[config.mk]
export PLATFORM = sky130hd
export DESIGN_NAME = ptr_chase_engine
export DESIGN_NICKNAME = d
export VERILOG_FILES = /design/src/rtl/chase_pkg.sv /design/src/rtl/chase_term_class.sv /design/src/rtl/chase_hop_counter.sv /design/src/rtl/ptr_chase_engine.sv
export SDC_FILE = /design/constraint.sdc
export NUM_CORES = 1
export LEC_CHECK = 0
export BUFFER_PORTS_ARGS = -buffer_cell sky130_fd_sc_hd__buf_2
export CAP_MARGIN = 10
export CORE_ASPECT_RATIO = 1.25
export CORE_UTILIZATION = 50
export DETAILED_ROUTE_END_ITERATION = 16
export PLACE_DENSITY = 0.79
export REMOVE_ABC_BUFFERS = 1
export SLEW_MARGIN = 20
export SYNTH_ARGS = -nofsm -noshare
export SYNTH_HDL_FRONTEND = slang
export SYNTH_SLANG_ARGS = --single-unit
[constraint.sdc]
create_clock -name clk -period 5.4 [get_ports clk]
set_input_delay 1.08 -clock clk [delete_from_list [all_inputs] [get_ports clk]]
set_output_delay 1.08 -clock clk [all_outputs]
set_load 0.05 [all_outputs]
[src/rtl/chase_pkg.sv]
package chase_pkg;
  localparam int WORD_W = 32;
  localparam int WIDX_W = WORD_W - 2;
  localparam logic [WORD_W-1:0] VARPTR_MASK = 32'h8000_0003;

  typedef enum logic [1:0] {
    ST_IDLE = 2'd0,
    ST_READ = 2'd1,
    ST_DONE = 2'd2
  } chase_state_t;

  typedef struct packed {
    logic is_ref;
    logic is_list;
    logic is_struct;
    logic is_const;
  } term_kind_t;
endpackage

[src/rtl/chase_term_class.sv]
module chase_term_class
  import chase_pkg::*;
(
  input  logic [WORD_W-1:0] word_i,
  output logic              is_var_o,
  output term_kind_t        kind_o
);
  always_comb begin
    is_var_o = ((word_i & VARPTR_MASK) == '0);
    kind_o   = '0;
    if (word_i[WORD_W-1]) begin
      kind_o.is_const = 1'b1;
    end else begin
      unique case (word_i[1:0])
        2'b00:   kind_o.is_ref    = 1'b1;
        2'b10:   kind_o.is_list   = 1'b1;
        2'b01:   kind_o.is_struct = 1'b1;
        default: kind_o.is_const  = 1'b1;
      endcase
    end
  end
endmodule

[src/rtl/chase_hop_counter.sv]
module chase_hop_counter #(
  parameter int MAX_HOPS = 8
) (
  input  logic clk,
  input  logic rst,
  input  logic load_one_i,
  input  logic inc_i,
  output logic at_limit_o
);
  localparam int CNT_W = $clog2(MAX_HOPS + 1);
  localparam logic [CNT_W-1:0] LIMIT = CNT_W'(MAX_HOPS);

  logic [CNT_W-1:0] count_q;

  always_ff @(posedge clk) begin
    if (rst)             count_q <= '0;
    else if (load_one_i) count_q <= CNT_W'(1);
    else if (inc_i)      count_q <= count_q + CNT_W'(1);
  end

  assign at_limit_o = (count_q == LIMIT);

  assert_count_bounded_R7: assert property (@(posedge clk) disable iff (rst)
    count_q <= LIMIT);
  assert_no_inc_at_limit_R7: assert property (@(posedge clk) disable iff (rst)
    inc_i |-> !at_limit_o);
endmodule

[src/rtl/ptr_chase_engine.sv]
module ptr_chase_engine
  import chase_pkg::*;
#(
  parameter int MAX_HOPS = 8
) (
  input  logic              clk,
  input  logic              rst,
  input  logic              start_i,
  input  logic [WORD_W-1:0] term_i,
  output logic              busy_o,
  output logic              done_o,
  output logic [WORD_W-1:0] result_o,
  output logic              unbound_o,
  output logic              abort_o,
  output logic              is_ref_o,
  output logic              is_list_o,
  output logic              is_struct_o,
  output logic              is_const_o,
  output logic              mem_req_o,
  output logic [WIDX_W-1:0] mem_addr_o,
  input  logic              mem_valid_i,
  input  logic [WORD_W-1:0] mem_rdata_i
);
  chase_state_t      state_q;
  logic [WORD_W-1:0] cur_q;
  logic [WORD_W-1:0] result_q;
  logic              unbound_q, abort_q, req_q;
  logic [WIDX_W-1:0] addr_q;
  term_kind_t        kind_q;

  logic       in_var, rd_var;
  term_kind_t in_kind, rd_kind;
  logic       hop_limit;
  logic       accept, rd_hit, rd_self, rd_follow;

  chase_term_class u_in_class (.word_i(term_i),      .is_var_o(in_var), .kind_o(in_kind));
  chase_term_class u_rd_class (.word_i(mem_rdata_i), .is_var_o(rd_var), .kind_o(rd_kind));

  assign accept    = start_i && (state_q != ST_READ);
  assign rd_hit    = (state_q == ST_READ) && mem_valid_i;
  assign rd_self   = rd_hit && (mem_rdata_i == cur_q);
  assign rd_follow = rd_hit && !rd_self && rd_var && !hop_limit;

  chase_hop_counter #(.MAX_HOPS(MAX_HOPS)) u_hops (
    .clk        (clk),
    .rst        (rst),
    .load_one_i (accept && in_var),
    .inc_i      (rd_follow),
    .at_limit_o (hop_limit)
  );

  always_ff @(posedge clk) begin
    if (rst) begin
      state_q   <= ST_IDLE;
      cur_q     <= '0;
      result_q  <= '0;
      unbound_q <= 1'b0;
      abort_q   <= 1'b0;
      kind_q    <= '0;
      req_q     <= 1'b0;
      addr_q    <= '0;
    end else begin
      req_q <= 1'b0;
      if (accept) begin
        unbound_q <= 1'b0;
        abort_q   <= 1'b0;
        if (in_var) begin
          state_q <= ST_READ;
          cur_q   <= term_i;
          req_q   <= 1'b1;
          addr_q  <= term_i[WORD_W-1:2];
        end else begin
          state_q  <= ST_DONE;
          result_q <= term_i;
          kind_q   <= in_kind;
        end
      end else if (rd_hit) begin
        if (rd_follow) begin
          cur_q  <= mem_rdata_i;
          req_q  <= 1'b1;
          addr_q <= mem_rdata_i[WORD_W-1:2];
        end else begin
          state_q   <= ST_DONE;
          result_q  <= mem_rdata_i;
          kind_q    <= rd_kind;
          unbound_q <= rd_self;
          abort_q   <= !rd_self && rd_var;
        end
      end
    end
  end

  assign busy_o      = (state_q == ST_READ);
  assign done_o      = (state_q == ST_DONE);
  assign result_o    = result_q;
  assign unbound_o   = unbound_q;
  assign abort_o     = abort_q;
  assign is_ref_o    = kind_q.is_ref;
  assign is_list_o   = kind_q.is_list;
  assign is_struct_o = kind_q.is_struct;
  assign is_const_o  = kind_q.is_const;
  assign mem_req_o   = req_q;
  assign mem_addr_o  = addr_q;

  assert_req_single_pulse_R2: assert property (@(posedge clk) disable iff (rst)
    mem_req_o |=> !mem_req_o);
  assert_req_only_busy_R2: assert property (@(posedge clk) disable iff (rst)
    mem_req_o |-> busy_o);
  assert_done_busy_excl_R8: assert property (@(posedge clk) disable iff (rst)
    !(done_o && busy_o));
  assert_hold_while_done_R8: assert property (@(posedge clk) disable iff (rst)
    (done_o && !start_i) |=> (done_o && $stable(result_o) && $stable(unbound_o) && $stable(abort_o)));
  assert_kind_onehot_R6: assert property (@(posedge clk) disable iff (rst)
    done_o |-> ($countones({is_ref_o, is_list_o, is_struct_o, is_const_o}) == 1));
  assert_unbound_is_ref_R3: assert property (@(posedge clk) disable iff (rst)
    (done_o && unbound_o) |-> (is_ref_o && !abort_o));
  assert_abort_is_ref_R7: assert property (@(posedge clk) disable iff (rst)
    (done_o && abort_o) |-> is_ref_o);
  assert_busy_ignores_start_R9: assert property (@(posedge clk) disable iff (rst)
    (busy_o && start_i && !mem_valid_i) |=> busy_o);
endmodule

==> summary.txt <==
Non-Filler Instances: 690
Total I/O pin count: 139
First-pass GRT wire length: 16100 um
Drt via density: 5.40
Worst-Margin Slew: 1020 ps
Area of the core: 8290 um^2
Kind of cell adding the most delay to the critical path: simple AND/OR/NAND/NOR gates
Worst VDD drop: 0.153 mV
CTS H-tree depth: 3
Worst Hold Class: reg2reg
Post-synth top area cell: dfxtp_1
Syn_area_per_cell: 8.61 um^2
Hold_ws: 478 ps
Residual DRC: 0
FF-to-FF path depth: 5
Area post-placement: 4780 um^2
Worst setup SP type: primary input
CTS Sinks: 77
Routed wire per std cell: 14.8 um
Largest cells by area after synthesis: dfxtp_1 (36%), mux2_4 (9.8%), xor2_1 (6.5%)
Layout net count: 658
Slowest-stage cell, CP: nor4_1
Clock transition at the registers of the reported paths: 70 ps
Cell Rows: 37
DRT iter0 DRCs: 215
Crit share post-route: 57.5%
Worst slack at placement: 1870 ps
Detail Route Antenna Nets: 0
Post-layout util: 60.8%
Vias: 3726
RD Place Congestion: 0.853
HPWL Detailed: 6960 um
Top_reg_cell synth: dfxtp_1
Clock buffer depth: 2
Initial antenna violation count: 0
Die height: 106 um
Fin area: 5030 um^2
CP Depth: 7
CTS buffer count: 9
Fin crit period: 3110 ps
Port buffer count: 138
Final Power: 1.45 mW
Leakage: 2.40 nW
Largest net degree at the start of global routing: 103
Root Driver: clkbuf_8
Post-CTS Setup Inserts: 0
Post-synthesis register bit count: 77
# fillers: 755
Total wire length: 10200 um
Synth Instances: 500
Area occupied by multi-input gates: 2270 um^2
Sequential area share after synthesis: 35.8%
Count of final hold-check violations: 0
Total Neg Setup Slack: 0 ps
Cts repair resizes: 0
Initial Util: 51.9%
FFs w/ async S/R, synth: 0%
Crit path largest cell delay: 480 ps
ANT cells: 0
Synth top area share: 35.8%
Relative slew slack: 31.8%
Chip Width: 85.0 um
Placed cells: 674
First-pass DRT Iterations: 5
Synthesized cell area: 4300 um^2
Yosys warnings: 0
Layout cells sized above 1: 33.2%
Worst-Skew Late Latency: 350 ps
Sequential cell area: 1540 um^2
Vias in the first global route: 3507
Overflow left after global routing: 0
Status: complete, no violations
Unique cell type count in the Yosys netlist: 43
RSZ-0062 raised after global routing: false
Area growth syn-to-layout: 17.0%
Fin. max-slew vios: 0
Worst path bufs/invs: 1
Number of enable flip-flop cells after synthesis: 0
All-Layer GR Usage: 22.8%
Layout Skew: 10.1 ps
Max Clk Rate: 0.322 GHz
Final setup viols: 0
Max-cap check violation count: 0
Hold depth: 2
Crit-path cells: buf_2 -> xor2_1 -> nor4_1 -> nand4_1 -> o211ai_4 -> nand2_4 -> mux2_4
Power per cell area: 288 nW/um^2
Die area: 8990 um^2
Crit end category: register
CP Max Fanout: 32
Worst setup margin: 2290 ps
CP arrival: 3340 ps
CTS tree: done
Hold_buf cts: 0
Crit Path Category: in2reg
Req. time, crit path: 5640 ps
-- state kept, by name, summed over array words and instances, names as in the netlist --
register        count
cur_q              32
result_o           32
u_hops.count_q      4
state_q             2
abort_o             1
is_const_o          1
is_list_o           1
is_ref_o            1
is_struct_o         1
mem_req_o           1
unbound_o           1
-- power by group --
group          switching [mW]  leakage [nW]  internal [mW]
clock                   0.204         0.130          0.345
combinational           0.191          1.65         0.0979
sequential             0.0160         0.628          0.594
-- worst paths after layout --
check                                             start                        end  slack [ps]
worst max-delay path                    mem_rdata_i[28]  result_o[20]$_SDFFE_PP0P_        2290
worst min-delay path            state_q[1]$_SDFFE_PP0P_    state_q[1]$_SDFFE_PP0P_         480
worst max register to register  state_q[1]$_SDFFE_PP0P_  result_o[20]$_SDFFE_PP0P_        2670
worst min register to register  state_q[1]$_SDFFE_PP0P_    state_q[1]$_SDFFE_PP0P_         480
-- cells by family after synthesis --
family	Yosys count	synth area share (%)
simple gates	138	16.3
compound gates	119	17.8
buf+inv	98	11.8
flops	77	35.8
xor+xnor	34	6.92
mux	32	10.8
fa+ha+maj	2	0.581
-- area by class of cell --
class                      count  area share (%)
clock inverter                 3            1.79
timing repair buffer         141            14.2
clock buffer                  13            3.35
multi-input combinational    325            45.1
sequential                    77            30.6
tap                           97            2.41
inverter                      34            2.53
-- synth_stat cells, drive strengths merged, types with 2 or more instances --
master  instances
dfxtp          77
nand2          63
a21oi          42
buf            36
inv            34
xor2           32
nor2b          31
o21ai          31
mux2           30
o41ai          29
clkbuf         28
nor2           14
nor4            8
a211oi          6
and2            5
o22ai           4
nand2b          3
and3b           2
and4            2
ha              2
mux2i           2
nand3           2
nand4           2
o31ai           2
xnor2           2
-- cell usage in the layout, fill, tap and decap left out, types with 6 or more instances in the layout --
master,count
a211oi_1,6
a21oi_1,40
buf_2,137
clkbuf_8,12
dfxtp_1,77
inv_1,34
mux2_4,28
nand2_1,62
nor2_1,12
nor2b_1,31
nor4_1,6
o21ai_0,31
o41ai_1,29
xor2_1,32
-- worst register-to-register path, cell delays in order, from the launching register on --
cell and delay (ps):
dfxtp_1 340, and2b_1 230, nand2b_2 630, a21oi_2 560, nand2_4 430, mux2_4 440
-- layer usage --
layer	vias up	GRT usage, %	share of wire (%)
met3	27	3.99	4.6
met5	-	0	0
met1	1725	26.9	43
met4	0	12.1	3.1
li1	1859	-	-
met2	115	39.1	50
No activity file was read; power rests on OpenSTA's default activity.
